File: src/rtl/cbm_pkg.sv
package cbm_pkg;

    localparam int NUM_PRG_SEL  = 3;
    localparam int NUM_CHR_SEL  = 8;
    localparam int PRG_SEL_KEEP = 6;
    localparam int CTRL_RAM_BIT = 7;

    localparam logic [15:0] FOLD_MASK  = 16'hF038;
    localparam logic [15:0] KEEP_MASK  = 16'hF010;
    localparam logic [15:0] KEEP_MATCH = 16'h9010;

    localparam logic [15:0] A_PRG0 = 16'h8000;
    localparam logic [15:0] A_PRG1 = 16'h8008;
    localparam logic [15:0] A_PRG2 = 16'h9000;
    localparam logic [15:0] A_CTRL = 16'hE000;

    typedef enum logic [1:0] {
        MIR_VERT   = 2'd0,
        MIR_HORZ   = 2'd1,
        MIR_ONE_LO = 2'd2,
        MIR_ONE_HI = 2'd3
    } mirror_e;

    typedef enum logic [1:0] {
        TGT_NONE,
        TGT_PRG,
        TGT_CHR,
        TGT_CTRL
    } reg_target_e;

    typedef struct packed {
        reg_target_e target;
        logic [2:0]  idx;
        logic [7:0]  data;
    } write_op_t;

    typedef struct packed {
        logic [NUM_PRG_SEL-1:0][PRG_SEL_KEEP-1:0] prg;
        logic [NUM_CHR_SEL-1:0][7:0]              chr;
        logic [7:0]                               ctrl;
    } bank_regs_t;

    // Bit 4 stands in for bit 3 everywhere except the reserved 0x9010 pair.
    function automatic logic [15:0] cbm_fold(input logic [15:0] a);
        logic [15:0] r;
        r = a;
        if (a[4] && ((a & KEEP_MASK) != KEEP_MATCH)) begin
            r[3] = 1'b1;
            r[4] = 1'b0;
        end
        return r & FOLD_MASK;
    endfunction

    // Pattern window slot from a folded address in pages 0xA..0xD.
    function automatic logic [2:0] cbm_chr_slot(input logic [15:0] f);
        logic [3:0] page;
        page = f[15:12] - 4'hA;
        return {page[1:0], f[3]};
    endfunction

endpackage

File: src/rtl/cbm_write_decode.sv
module cbm_write_decode
    import cbm_pkg::*;
(
    input  logic        clk,
    input  logic        rst,
    input  logic [15:0] cpu_addr,
    input  logic [7:0]  cpu_wdata,
    input  logic        cpu_we,
    output bank_regs_t  regs
);

    logic [15:0] folded;
    write_op_t   op;

    always_comb begin
        folded    = cbm_fold(cpu_addr);
        op.target = TGT_NONE;
        op.idx    = '0;
        op.data   = cpu_wdata;
        if (cpu_we && cpu_addr[15]) begin
            if (folded == A_PRG0) begin
                op.target = TGT_PRG;
                op.idx    = 3'd0;
            end else if (folded == A_PRG1) begin
                op.target = TGT_PRG;
                op.idx    = 3'd1;
            end else if (folded == A_PRG2) begin
                op.target = TGT_PRG;
                op.idx    = 3'd2;
            end else if (folded == A_CTRL) begin
                op.target = TGT_CTRL;
            end else if (!folded[5] && !folded[4] &&
                         folded[15:12] >= 4'hA && folded[15:12] <= 4'hD) begin
                op.target = TGT_CHR;
                op.idx    = cbm_chr_slot(folded);
            end
        end
    end

    always_ff @(posedge clk) begin
        if (rst) begin
            regs <= '0;
        end else begin
            case (op.target)
                TGT_PRG:  regs.prg[op.idx[1:0]] <= op.data[PRG_SEL_KEEP-1:0];
                TGT_CHR:  regs.chr[op.idx]      <= op.data;
                TGT_CTRL: regs.ctrl             <= op.data;
                default:  ;
            endcase
        end
    end

endmodule

File: src/rtl/cbm_prg_map.sv
module cbm_prg_map
    import cbm_pkg::*;
#(
    parameter int PRG_BANK_BITS = 5
) (
    input  bank_regs_t                 regs,
    input  logic [15:0]                cpu_addr,
    output logic [PRG_BANK_BITS+12:0]  prg_addr
);

    logic [PRG_SEL_KEEP-1:0]  sel;
    logic                     fixed_top;
    logic [PRG_BANK_BITS-1:0] sel_fit;
    logic [PRG_BANK_BITS-1:0] bank;

    always_comb begin
        fixed_top = 1'b0;
        case (cpu_addr[14:13])
            2'd0:    sel = regs.prg[0];
            2'd1:    sel = regs.prg[1];
            2'd2:    sel = regs.prg[2];
            default: begin
                sel       = '0;
                fixed_top = 1'b1;
            end
        endcase
    end

    generate
        if (PRG_BANK_BITS <= PRG_SEL_KEEP) begin : g_trunc
            assign sel_fit = sel[PRG_BANK_BITS-1:0];
        end else begin : g_extend
            assign sel_fit = {{(PRG_BANK_BITS-PRG_SEL_KEEP){1'b0}}, sel};
        end
    endgenerate

    assign bank     = fixed_top ? '1 : sel_fit;
    assign prg_addr = {bank, cpu_addr[12:0]};

endmodule

File: src/rtl/cbm_chr_map.sv
module cbm_chr_map
    import cbm_pkg::*;
#(
    parameter int CHR_BANK_BITS = 7
) (
    input  bank_regs_t                regs,
    input  logic [12:0]               ppu_addr,
    output logic [CHR_BANK_BITS+9:0]  chr_addr
);

    logic [7:0]               sel;
    logic [CHR_BANK_BITS-1:0] bank;

    assign sel = regs.chr[ppu_addr[12:10]];

    generate
        if (CHR_BANK_BITS <= 8) begin : g_trunc
            assign bank = sel[CHR_BANK_BITS-1:0];
        end else begin : g_extend
            assign bank = {{(CHR_BANK_BITS-8){1'b0}}, sel};
        end
    endgenerate

    assign chr_addr = {bank, ppu_addr[9:0]};

endmodule

File: src/rtl/cart_bank_mapper.sv
module cart_bank_mapper
    import cbm_pkg::*;
#(
    parameter int PRG_BANK_BITS = 5,
    parameter int CHR_BANK_BITS = 7
) (
    input  logic                       clk,
    input  logic                       rst,
    input  logic [15:0]                cpu_addr,
    input  logic [7:0]                 cpu_wdata,
    input  logic                       cpu_we,
    input  logic [7:0]                 cpu_open_bus,
    input  logic [7:0]                 prg_rdata,
    input  logic [7:0]                 wram_rdata,
    output logic [7:0]                 cpu_rdata,
    output logic [PRG_BANK_BITS+12:0]  prg_addr,
    output logic [12:0]                wram_addr,
    output logic                       wram_we,
    input  logic [12:0]                ppu_addr,
    output logic [CHR_BANK_BITS+9:0]   chr_addr,
    output logic [1:0]                 mirror_mode
);

    localparam logic [2:0] WRAM_PAGE = 3'b011;

    bank_regs_t regs;
    logic       wram_hit;
    logic       wram_on;
    mirror_e    mir;

    cbm_write_decode u_dec (
        .clk       (clk),
        .rst       (rst),
        .cpu_addr  (cpu_addr),
        .cpu_wdata (cpu_wdata),
        .cpu_we    (cpu_we),
        .regs      (regs)
    );

    cbm_prg_map #(.PRG_BANK_BITS(PRG_BANK_BITS)) u_prg (
        .regs     (regs),
        .cpu_addr (cpu_addr),
        .prg_addr (prg_addr)
    );

    cbm_chr_map #(.CHR_BANK_BITS(CHR_BANK_BITS)) u_chr (
        .regs     (regs),
        .ppu_addr (ppu_addr),
        .chr_addr (chr_addr)
    );

    assign wram_hit  = (cpu_addr[15:13] == WRAM_PAGE);
    assign wram_on   = regs.ctrl[CTRL_RAM_BIT];
    assign wram_addr = cpu_addr[12:0];
    assign wram_we   = cpu_we && wram_hit && wram_on;

    always_comb begin
        if (cpu_addr[15])
            cpu_rdata = prg_rdata;
        else if (wram_hit && wram_on)
            cpu_rdata = wram_rdata;
        else
            cpu_rdata = cpu_open_bus;
    end

    assign mir         = mirror_e'(regs.ctrl[1:0]);
    assign mirror_mode = mir;

endmodule

File: config.mk
export PLATFORM = sky130hd
export DESIGN_NAME = cart_bank_mapper
export DESIGN_NICKNAME = d
export VERILOG_FILES = /design/src/rtl/cbm_pkg.sv /design/src/rtl/cbm_write_decode.sv /design/src/rtl/cbm_prg_map.sv /design/src/rtl/cbm_chr_map.sv /design/src/rtl/cart_bank_mapper.sv
export SDC_FILE = /design/constraint.sdc
export NUM_CORES = 1
export LEC_CHECK = 0
export BUFFER_PORTS_ARGS = -buffer_cell sky130_fd_sc_hd__buf_2
export CORE_AREA = 2 2 128 130
export CTS_BUF_LIST = sky130_fd_sc_hd__clkbuf_16
export DETAILED_ROUTE_END_ITERATION = 16
export DIE_AREA = 0 0 130 132
export GPL_ROUTABILITY_DRIVEN = 0
export GPL_TIMING_DRIVEN = 0
export RECOVER_POWER = 25
export SLEW_MARGIN = 20
export SYNTH_ARGS = -nofsm -noshare
export SYNTH_HDL_FRONTEND = slang
export SYNTH_HIERARCHICAL = 1
export SYNTH_SLANG_ARGS = --single-unit
File: constraint.sdc
create_clock -name clk -period 3.3 [get_ports clk]
set_input_delay 0.495 -clock clk [delete_from_list [all_inputs] [get_ports clk]]
set_output_delay 0.495 -clock clk [all_outputs]
set_load 0.01 [all_outputs]
==> results.py, run 1 <==
metrics = {
    "routing": {
        "dr_total_vias": 3219,
        "wl_mm": 10.8,
        "ant_nets": 0,
        "dr.pass1.iters": 5,
        "drt_iter0_drc": 191,
        "drcViolationCount": 0,
        "via_per_inst": 4.46,
        "wl_per_cell_um": 15.0,
    },
    "critical_path": {
        "crit_top_cell": "buf_2",
        "r2r-start": "u_dec/regs[52]$_SDFFE_PP0P_",
        "crit_buf_inv": 3,
        "crit_path_cell_trace": "buf_2 > clkbuf_1 > mux4_1 > mux2_2 > buf_2",
        "worstPathArrival_ps": 2010,
        "critPathKind": "primary input to primary output",
        "critical_path.max_stage_delay_ps": 480,
        "start_kind": "primary input",
        "required_ps": 2800,
        "crit_start": "ppu_addr[12]",
        "path_max_fanout": 10,
        "cp-end-kind": "primary output",
        "critPathSlowestCell": "clkbuf_1",
        "path_delay_family": "buffers and inverters",
    },
    "synthesis": {
        "avgSynthCellArea_sq_um": 10.4,
        "synthCells": 392,
        "yosysWarnings": 6,
        "synth_fp_nets": 456,
        "synth_area_sq_um": 4070,
    },
    "clock_network": {
        "cts-root-buf": "clkbuf_16",
        "htree_levels": 3,
        "post_cts.repair.setup_buffers": 0,
        "post_cts_resized": 0,
        "ctsHoldBuffers": 0,
        "cts.sinks": 74,
        "cts_tree": "done",
        "clkLatencyLatePin_ps": 330,
        "cts_buffers": 9,
        "clk_pin_slew_ps": 50,
        "cts_buffer_depth": 2,
    },
    "power": {
        "p_leak_nw": 2.30,
        "p_clk_frac": 0.448,
        "vdd_ir_drop_max_mv": 0.212,
        "switchingPower_uw": 496,
        "power_frac_comb": 0.120,
        "pwr-share-seq": 0.432,
        "p_total_mw": 2.08,
        "p_per_area_nw_per_um2": 410,
        "sw_frac_of_total": 0.238,
        "intPower_mw": 1.58,
    },
    "die": {
        "top_level_ports": 123,
        "coreArea_sq_um": 15700,
        "num_rows": 46,
        "die_area_sq_um": 17200,
        "initial_core_util": 0.259,
        "fp.dieH_um": 132,
        "fp.dieW_um": 130,
    },
    "global_routing": {
        "antenna_found_initial": 0,
        "grt_pass1_wl_mm": 16.6,
        "grt_usage": 0.125,
        "grt_max_degree": 16,
        "grt_overflow_total": 0,
        "grt_pass1_vias": 3132,
    },
    "timing": {
        "finClkSkew_ps": 0,
        "setup_viol": 0,
        "min_period_ps": 2500,
        "worstMarginPinSlew_ps": 648,
        "max_slew_margin": 0.566,
        "fmax_ghz": 0.400,
        "rsz0062_at_grt": "false",
        "finalCritPeriodShare": 0.758,
        "drv_slew": 0,
        "setup_tns_ps": 0,
        "final_hold_viol_count": 0,
    },
    "placed_design": {
        "place_hpwl_mm": 8.22,
        "port_buffers": 99,
        "place_inst": 707,
    },
    "layout": {
        "largestRegisters": "u_dec/regs: 74 flops",
        "antenna_cells": 0,
        "top_register": "u_dec/regs",
        "largest_reg_flops": 74,
        "finish.utilization": 0.323,
        "stdcell_count": 722,
        "area_delta_synth_final_pct": 24.8,
        "fin_nets": 566,
        "drive_gt1_frac": 0.322,
    },
    "run_status": {
        "status": "finished clean",
    },
    "worst_hold_path": {
        "hold_start": "cpu_wdata[7]",
        "holdCritPathClass": "primary input to flop",
    },
    "run": {
        "timing.max_cap.violations": 0,
    },
}
==> metal layers <==
| metal | part of all wire | up-vias | GRT usage |
|---|---|---|---|
| li1 | - | 1571 | - |
| met1 | 0.43 | 1545 | 0.151 |
| met2 | 0.51 | 91 | 0.215 |
| met3 | 0.044 | 12 | 0.0321 |
| met4 | 0.013 | 0 | 0.0430 |
| met5 | 0 | - | 0 |
==> cell type report <==
cell class / instances / area, sq um
fill: 1630 / 10600
multi-input combinational: 252 / 2160
sequential: 74 / 1480
timing repair buffer: 99 / 455
buffer: 66 / 429
tap: 216 / 270
clock buffer: 9 / 225
clock inverter: 6 / 57.6
==> worst paths after layout <==
| path | end | slack, ps | cells after the start |
|---|---|---|---|
| hold reg to reg | u_dec/regs[17]$_SDFFE_PP0P_ | 450 | 2 |
| setup reg to reg | u_dec/regs[52]$_SDFFE_PP0P_ | 2620 | 2 |
| hold / removal | u_dec/regs[7]$_SDFFE_PP0N_ | 400 | 3 |
| setup / recovery | chr_addr[11] | 800 | 5 |
==> through the flow <==
stage	area, sq um	setup slack [ps]	hold WS, ps
2_1_floorplan	4070	1270	432
3_3_place_gp	4830	763	443
3_5_place_dp	4830	794	447
4_1_cts	5120	787	395
5_1_grt	5080	748	402
6_report	5080	798	398
==> power groups by stage <==
stage               combinational [mW]  sequential [mW]  clock [mW]
global placement                 0.251            0.918           0
CTS                              0.256            0.899       0.953
global route                     0.270            0.899       0.993
detailed placement               0.255            0.918           0
finish                           0.250            0.899       0.931
floorplan                        0.153            0.918           0
==> worst reg2reg max path, stage by stage (launching register included) <==
cell	delay (ps)
dfxtp_1	310
mux2i_1	180
nor2_1	60
==> cells in the final DEF, fill, tap and decap left out, types with 2 or more instances in the layout <==
master and count:
nand3_1 7, nand4_2 2, nor3_4 2, nor2b_1 4, clkbuf_16 9, clkbuf_1 51
nand2b_1 10, o21a_4 2, buf_6 3, mux2i_1 67, buf_2 73, buf_4 35
nor2_1 64, and2_2 9, o22a_1 5, mux2_2 7, nand2_1 15, a221o_1 8
mux2_4 5, and3b_1 2, a21oi_1 8, clkinv_1 3, mux4_1 14, dfxtp_1 74
nor2_4 3
Note: power is estimated with default switching activity, not from simulation.
==> run 2: changes to the inputs <==
==> constraint.sdc (replaced) <==
create_clock -name clk -period 2.17 [get_ports clk]
set_input_delay 0.3255 -clock clk [delete_from_list [all_inputs] [get_ports clk]]
set_output_delay 0.3255 -clock clk [all_outputs]
set_load 0.01 [all_outputs]
==> run 2 against run 1 <==
Compared with the run above:
- register-to-register slack got worse by 1100 ps
- routed wire length about the same
- sequential share of layout area about the same
- via count about the same
- largest cell class unchanged
==> results.py, run 2 (synthesized netlist as in run 1, its figures left out) <==
metrics = {
    "clock_network": {
        "ctsHoldBuffers": 0,
        "post_cts.repair.setup_buffers": 0,
        "cts.sinks": 74,
        "post_cts_resized": 0,
        "cts_tree": "done",
        "cts_buffers": 9,
        "clk_pin_slew_ps": 50,
        "htree_levels": 3,
        "clkLatencyLatePin_ps": 330,
        "cts-root-buf": "clkbuf_16",
        "cts_buffer_depth": 2,
    },
    "layout": {
        "fin_nets": 565,
        "final_cell_mix": "buf_2, dfxtp_1, mux2i_1, nor2_1, clkbuf_1",
        "final_area_sq_um": 5070,
        "seqCellArea_sq_um": 1480,
        "antenna_cells": 0,
        "multi_input_area_sq_um": 2160,
        "largest_reg_flops": 74,
        "fillers": 1628,
        "drive_gt1_frac": 0.325,
        "stdcell_count": 721,
        "area_delta_synth_final_pct": 24.7,
        "top_register": "u_dec/regs",
        "largestRegisters": "u_dec/regs: 74 flops",
    },
    "die": {
        "fp.dieW_um": 130,
        "fp.dieH_um": 132,
        "top_level_ports": 123,
        "initial_core_util": 0.259,
        "num_rows": 46,
        "die_area_sq_um": 17200,
        "coreArea_sq_um": 15700,
    },
    "timing": {
        "max_slew_margin": 0.569,
        "fin_hold_ws_ps": 229,
        "drv_slew": 0,
        "final_hold_viol_count": 0,
        "setup_viol": 0,
        "post-route-worst-setup-slack_ps": 181,
        "setup_tns_ps": 0,
        "fmax_ghz": 0.503,
        "finClkSkew_ps": 0,
        "worstMarginPinSlew_ps": 643,
        "min_period_ps": 1990,
        "finalCritPeriodShare": 0.916,
        "rsz0062_at_grt": "false",
    },
    "global_routing": {
        "grt_overflow_total": 0,
        "grt_max_degree": 16,
        "grt_pass1_wl_mm": 16.6,
        "antenna_found_initial": 0,
        "grt_usage": 0.125,
        "grt_pass1_vias": 3129,
    },
    "placed_design": {
        "dp_slack_ps": 2.98,
        "dpl_cell_area_sq_um": 4830,
        "port_buffers": 99,
        "place_inst": 707,
        "place_hpwl_mm": 8.22,
    },
    "routing": {
        "drt_iter0_drc": 177,
        "ant_nets": 0,
        "dr.pass1.iters": 4,
        "wl_mm": 10.8,
        "via_per_inst": 4.47,
        "dr_total_vias": 3220,
        "drcViolationCount": 0,
        "wl_per_cell_um": 15.0,
    },
    "critical_path": {
        "rr_worst_depth": 2,
        "rr_endpoint": "u_dec/regs[67]$_SDFFE_PP0P_",
        "r2r-start": "u_dec/regs[67]$_SDFFE_PP0P_",
        "cp-end-kind": "primary output",
        "path_max_fanout": 10,
        "reg2reg_slack_ps": 1490,
        "worstPathArrival_ps": 1660,
        "start_kind": "primary input",
        "critPathKind": "primary input to primary output",
        "required_ps": 1840,
    },
    "worst_hold_path": {
        "hold_start": "cpu_wdata[7]",
        "hold_depth": 3,
        "whs_endpoint": "u_dec/regs[7]$_SDFFE_PP0N_",
        "holdCritPathClass": "primary input to flop",
    },
    "power": {
        "p_leak_nw": 2.30,
        "pwr-share-seq": 0.432,
        "power_frac_comb": 0.120,
        "p_per_area_nw_per_um2": 624,
        "p_clk_frac": 0.448,
        "intPower_mw": 2.41,
        "sw_frac_of_total": 0.239,
        "switchingPower_uw": 755,
        "vdd_ir_drop_max_mv": 0.324,
    },
    "run": {
        "timing.max_cap.violations": 0,
    },
    "run_status": {
        "status": "finished clean",
    },
}
-- run 2: metrics by stage --
step,power [mW],util
finish,3.16,0.323
global route,3.29,0.323
detailed placement,1.78,0.308
global placement,1.78,0.308
floorplan,1.63,-
CTS,3.20,0.325
-- run 2: worst max path at each step --
stage | startpoint | to | slack, ps | cells past startpoint
4_1_cts | ppu_addr[10] | chr_addr[12] | 190 | 5
3_3_place_gp | ppu_addr[12] | chr_addr[12] | -30 | 5
6_report | ppu_addr[10] | chr_addr[12] | 180 | 5
5_1_grt | u_dec/regs[7]$_SDFFE_PP0N_ | cpu_rdata[3] | 150 | 3
2_1_floorplan | ppu_addr[10] | chr_addr[10] | 470 | 4
3_5_place_dp | ppu_addr[12] | chr_addr[12] | 3 | 5
-- run 2: area by class of cell --
cell class | instances | share of cell area
plain buffers | 65 | 0.0838
multi-input cells | 252 | 0.425
well taps | 216 | 0.0533
flip-flops and latches | 74 | 0.292
repair buffers | 99 | 0.0900
clock inverters | 6 | 0.0113
clock buffers | 9 | 0.0444
-- run 2: power by group through the flow --
stage | logic [mW] | registers (mW) | clock network, mW
detailed placement | 0.387 | 1.40 | 0
finish | 0.380 | 1.37 | 1.42
global route | 0.409 | 1.37 | 1.51
floorplan | 0.232 | 1.40 | 0
CTS | 0.389 | 1.37 | 1.45
global placement | 0.382 | 1.40 | 0
-- run 2: layer usage --
metal  GRT usage  up-vias  part of all wire
li1            -     1570                 -
met1       0.151     1543              0.43
met2       0.214       96              0.51
met3      0.0321       11             0.049
met4      0.0430        0             0.013
met5           0        -                 0
-- run 2: worst max-delay path, stage by stage --
cell and delay (ps):
buf_6 120, buf_12 150, mux4_1 630, mux2_2 300, buf_2 140
==> run 3: changes to the inputs <==
--- a/config.mk
+++ b/config.mk
@@ -6,10 +6,10 @@
 export NUM_CORES = 1
 export LEC_CHECK = 0
 export BUFFER_PORTS_ARGS = -buffer_cell sky130_fd_sc_hd__buf_2
-export CORE_AREA = 2 2 128 130
+export CORE_AREA = 2 2 118 120
 export CTS_BUF_LIST = sky130_fd_sc_hd__clkbuf_16
 export DETAILED_ROUTE_END_ITERATION = 16
-export DIE_AREA = 0 0 130 132
+export DIE_AREA = 0 0 120 122
 export GPL_ROUTABILITY_DRIVEN = 0
 export GPL_TIMING_DRIVEN = 0
 export RECOVER_POWER = 25
==> run 3 against run 2 <==
Compared with the run above:
- clock power is 5% lower
- combinational power shrank 2%
- sequential cell count unchanged
- sequential power about the same
- total power is 2.2% lower
- critical path type unchanged
- critical endpoint is now chr_addr[10]
- highest routed layer is now met5
==> results.py, run 3 (synthesized netlist as in run 1, its figures left out) <==
metrics = {
    "run_status": {
        "status": "finished clean",
    },
    "clock_network": {
        "cts_tree": "done",
        "clk_pin_slew_ps": 60,
        "cts_buffers": 9,
        "htree_levels": 3,
        "post_cts.repair.setup_buffers": 0,
        "ctsHoldBuffers": 0,
        "cts_buffer_depth": 2,
        "clkLatencyLatePin_ps": 330,
        "cts-root-buf": "clkbuf_16",
        "cts.sinks": 74,
        "post_cts_resized": 0,
    },
    "global_routing": {
        "antenna_found_initial": 1,
        "grt_usage": 0.144,
        "grt_pass1_wl_mm": 16.4,
        "grt_overflow_total": 0,
        "grt_pass1_vias": 3165,
        "grt_max_degree": 16,
    },
    "power": {
        "p_total_mw": 3.09,
        "p_leak_nw": 2.30,
        "vdd_ir_drop_max_mv": 0.392,
        "p_per_area_nw_per_um2": 617,
    },
    "worst_hold_path": {
        "hold_start": "cpu_wdata[7]",
        "holdCritPathClass": "primary input to flop",
    },
    "timing": {
        "final_hold_viol_count": 0,
        "max_slew_margin": 0.537,
        "min_period_ps": 1950,
        "rsz0062_at_grt": "false",
        "finClkSkew_ps": 0,
        "fin_hold_ws_ps": 236,
        "post-route-worst-setup-slack_ps": 217,
        "setup_viol": 0,
        "drv_slew": 0,
        "fmax_ghz": 0.512,
        "worstMarginPinSlew_ps": 692,
        "finalCritPeriodShare": 0.900,
    },
    "layout": {
        "drive_gt1_frac": 0.332,
        "fillers": 1364,
        "finish.utilization": 0.372,
        "multi_input_area_sq_um": 2160,
        "top_register": "u_dec/regs",
        "largest_reg_flops": 74,
        "area_delta_synth_final_pct": 23.3,
        "largestRegisters": "u_dec/regs: 74 flops",
        "stdcell_count": 686,
        "seqCellArea_sq_um": 1480,
        "fin_nets": 565,
        "antenna_cells": 0,
        "final_cell_mix": "buf_2, dfxtp_1, mux2i_1, nor2_1, clkbuf_1",
    },
    "critical_path": {
        "path_delay_family": "multiplexers",
        "worstPathArrival_ps": 1630,
        "cp-end-kind": "primary output",
        "path_max_fanout": 10,
        "required_ps": 1840,
        "crit_path_cell_trace": "buf_6 > buf_12 > mux4_1 > mux2_2 > buf_2",
        "start_kind": "primary input",
        "crit_start": "ppu_addr[10]",
        "reg2reg_slack_ps": 1520,
        "critical_path.max_stage_delay_ps": 620,
        "critPathSlowestCell": "mux4_1",
        "r2r-start": "u_dec/regs[49]$_SDFFE_PP0P_",
        "crit_buf_inv": 3,
        "critPathKind": "primary input to primary output",
    },
    "placed_design": {
        "place_hpwl_mm": 7.86,
        "dp_slack_ps": -59.1,
        "port_buffers": 99,
        "place_inst": 671,
    },
    "die": {
        "die_area_sq_um": 14600,
        "coreArea_sq_um": 13500,
        "num_rows": 43,
        "fp.dieH_um": 122,
        "fp.dieW_um": 120,
        "top_level_ports": 123,
        "initial_core_util": 0.301,
    },
    "routing": {
        "wl_per_cell_um": 15.2,
        "drt_iter0_drc": 149,
        "drcViolationCount": 0,
        "ant_nets": 0,
        "dr.pass1.iters": 4,
        "dr_total_vias": 3220,
        "wl_mm": 10.5,
        "via_per_inst": 4.69,
    },
    "run": {
        "timing.max_cap.violations": 0,
    },
}
-- run 3: final cells by class --
class / count / share of cell area
tap: 180 / 0.0449
buffer: 65 / 0.0848
sequential: 74 / 0.295
timing repair buffer: 99 / 0.0910
clock inverter: 7 / 0.00898
multi-input combinational: 252 / 0.430
clock buffer: 9 / 0.0449
-- run 3: metrics by stage --
stage | instance area, sq um | TNS, ps
6_report | 5020 | 0
5_1_grt | 5020 | 0
4_1_cts | 5060 | 0
3_5_place_dp | 4790 | -242
3_3_place_gp | 4790 | -22.6
2_1_floorplan | 4070 | 0
-- run 3: power breakdown --
group	switching (mW)	internal, mW
Sequential	0.00268	1.36
Combinational	0.203	0.170
Clock	0.583	0.771
Total	0.789	2.30
-- run 3: worst reg2reg max path: cells and delay by family, from the launching register on --
kind,cells,cell delay [ps]
simple gates,1,60
mux,1,160
flops,1,310
-- run 3: per-layer routing --
layer,part of all wire,GRT usage,up-vias
met5,0.00096,0,-
met1,0.44,0.177,1553
li1,-,-,1571
met2,0.50,0.252,84
met3,0.044,0.0243,10
met4,0.011,0.0537,2
-- run 3: final timing paths --
path                                                    end  depth (start not counted)
worst max-delay path                           chr_addr[10]                          5
worst min-delay path             u_dec/regs[7]$_SDFFE_PP0N_                          3
worst max register to register  u_dec/regs[49]$_SDFFE_PP0P_                          2
worst min register to register  u_dec/regs[16]$_SDFFE_PP0P_                          2
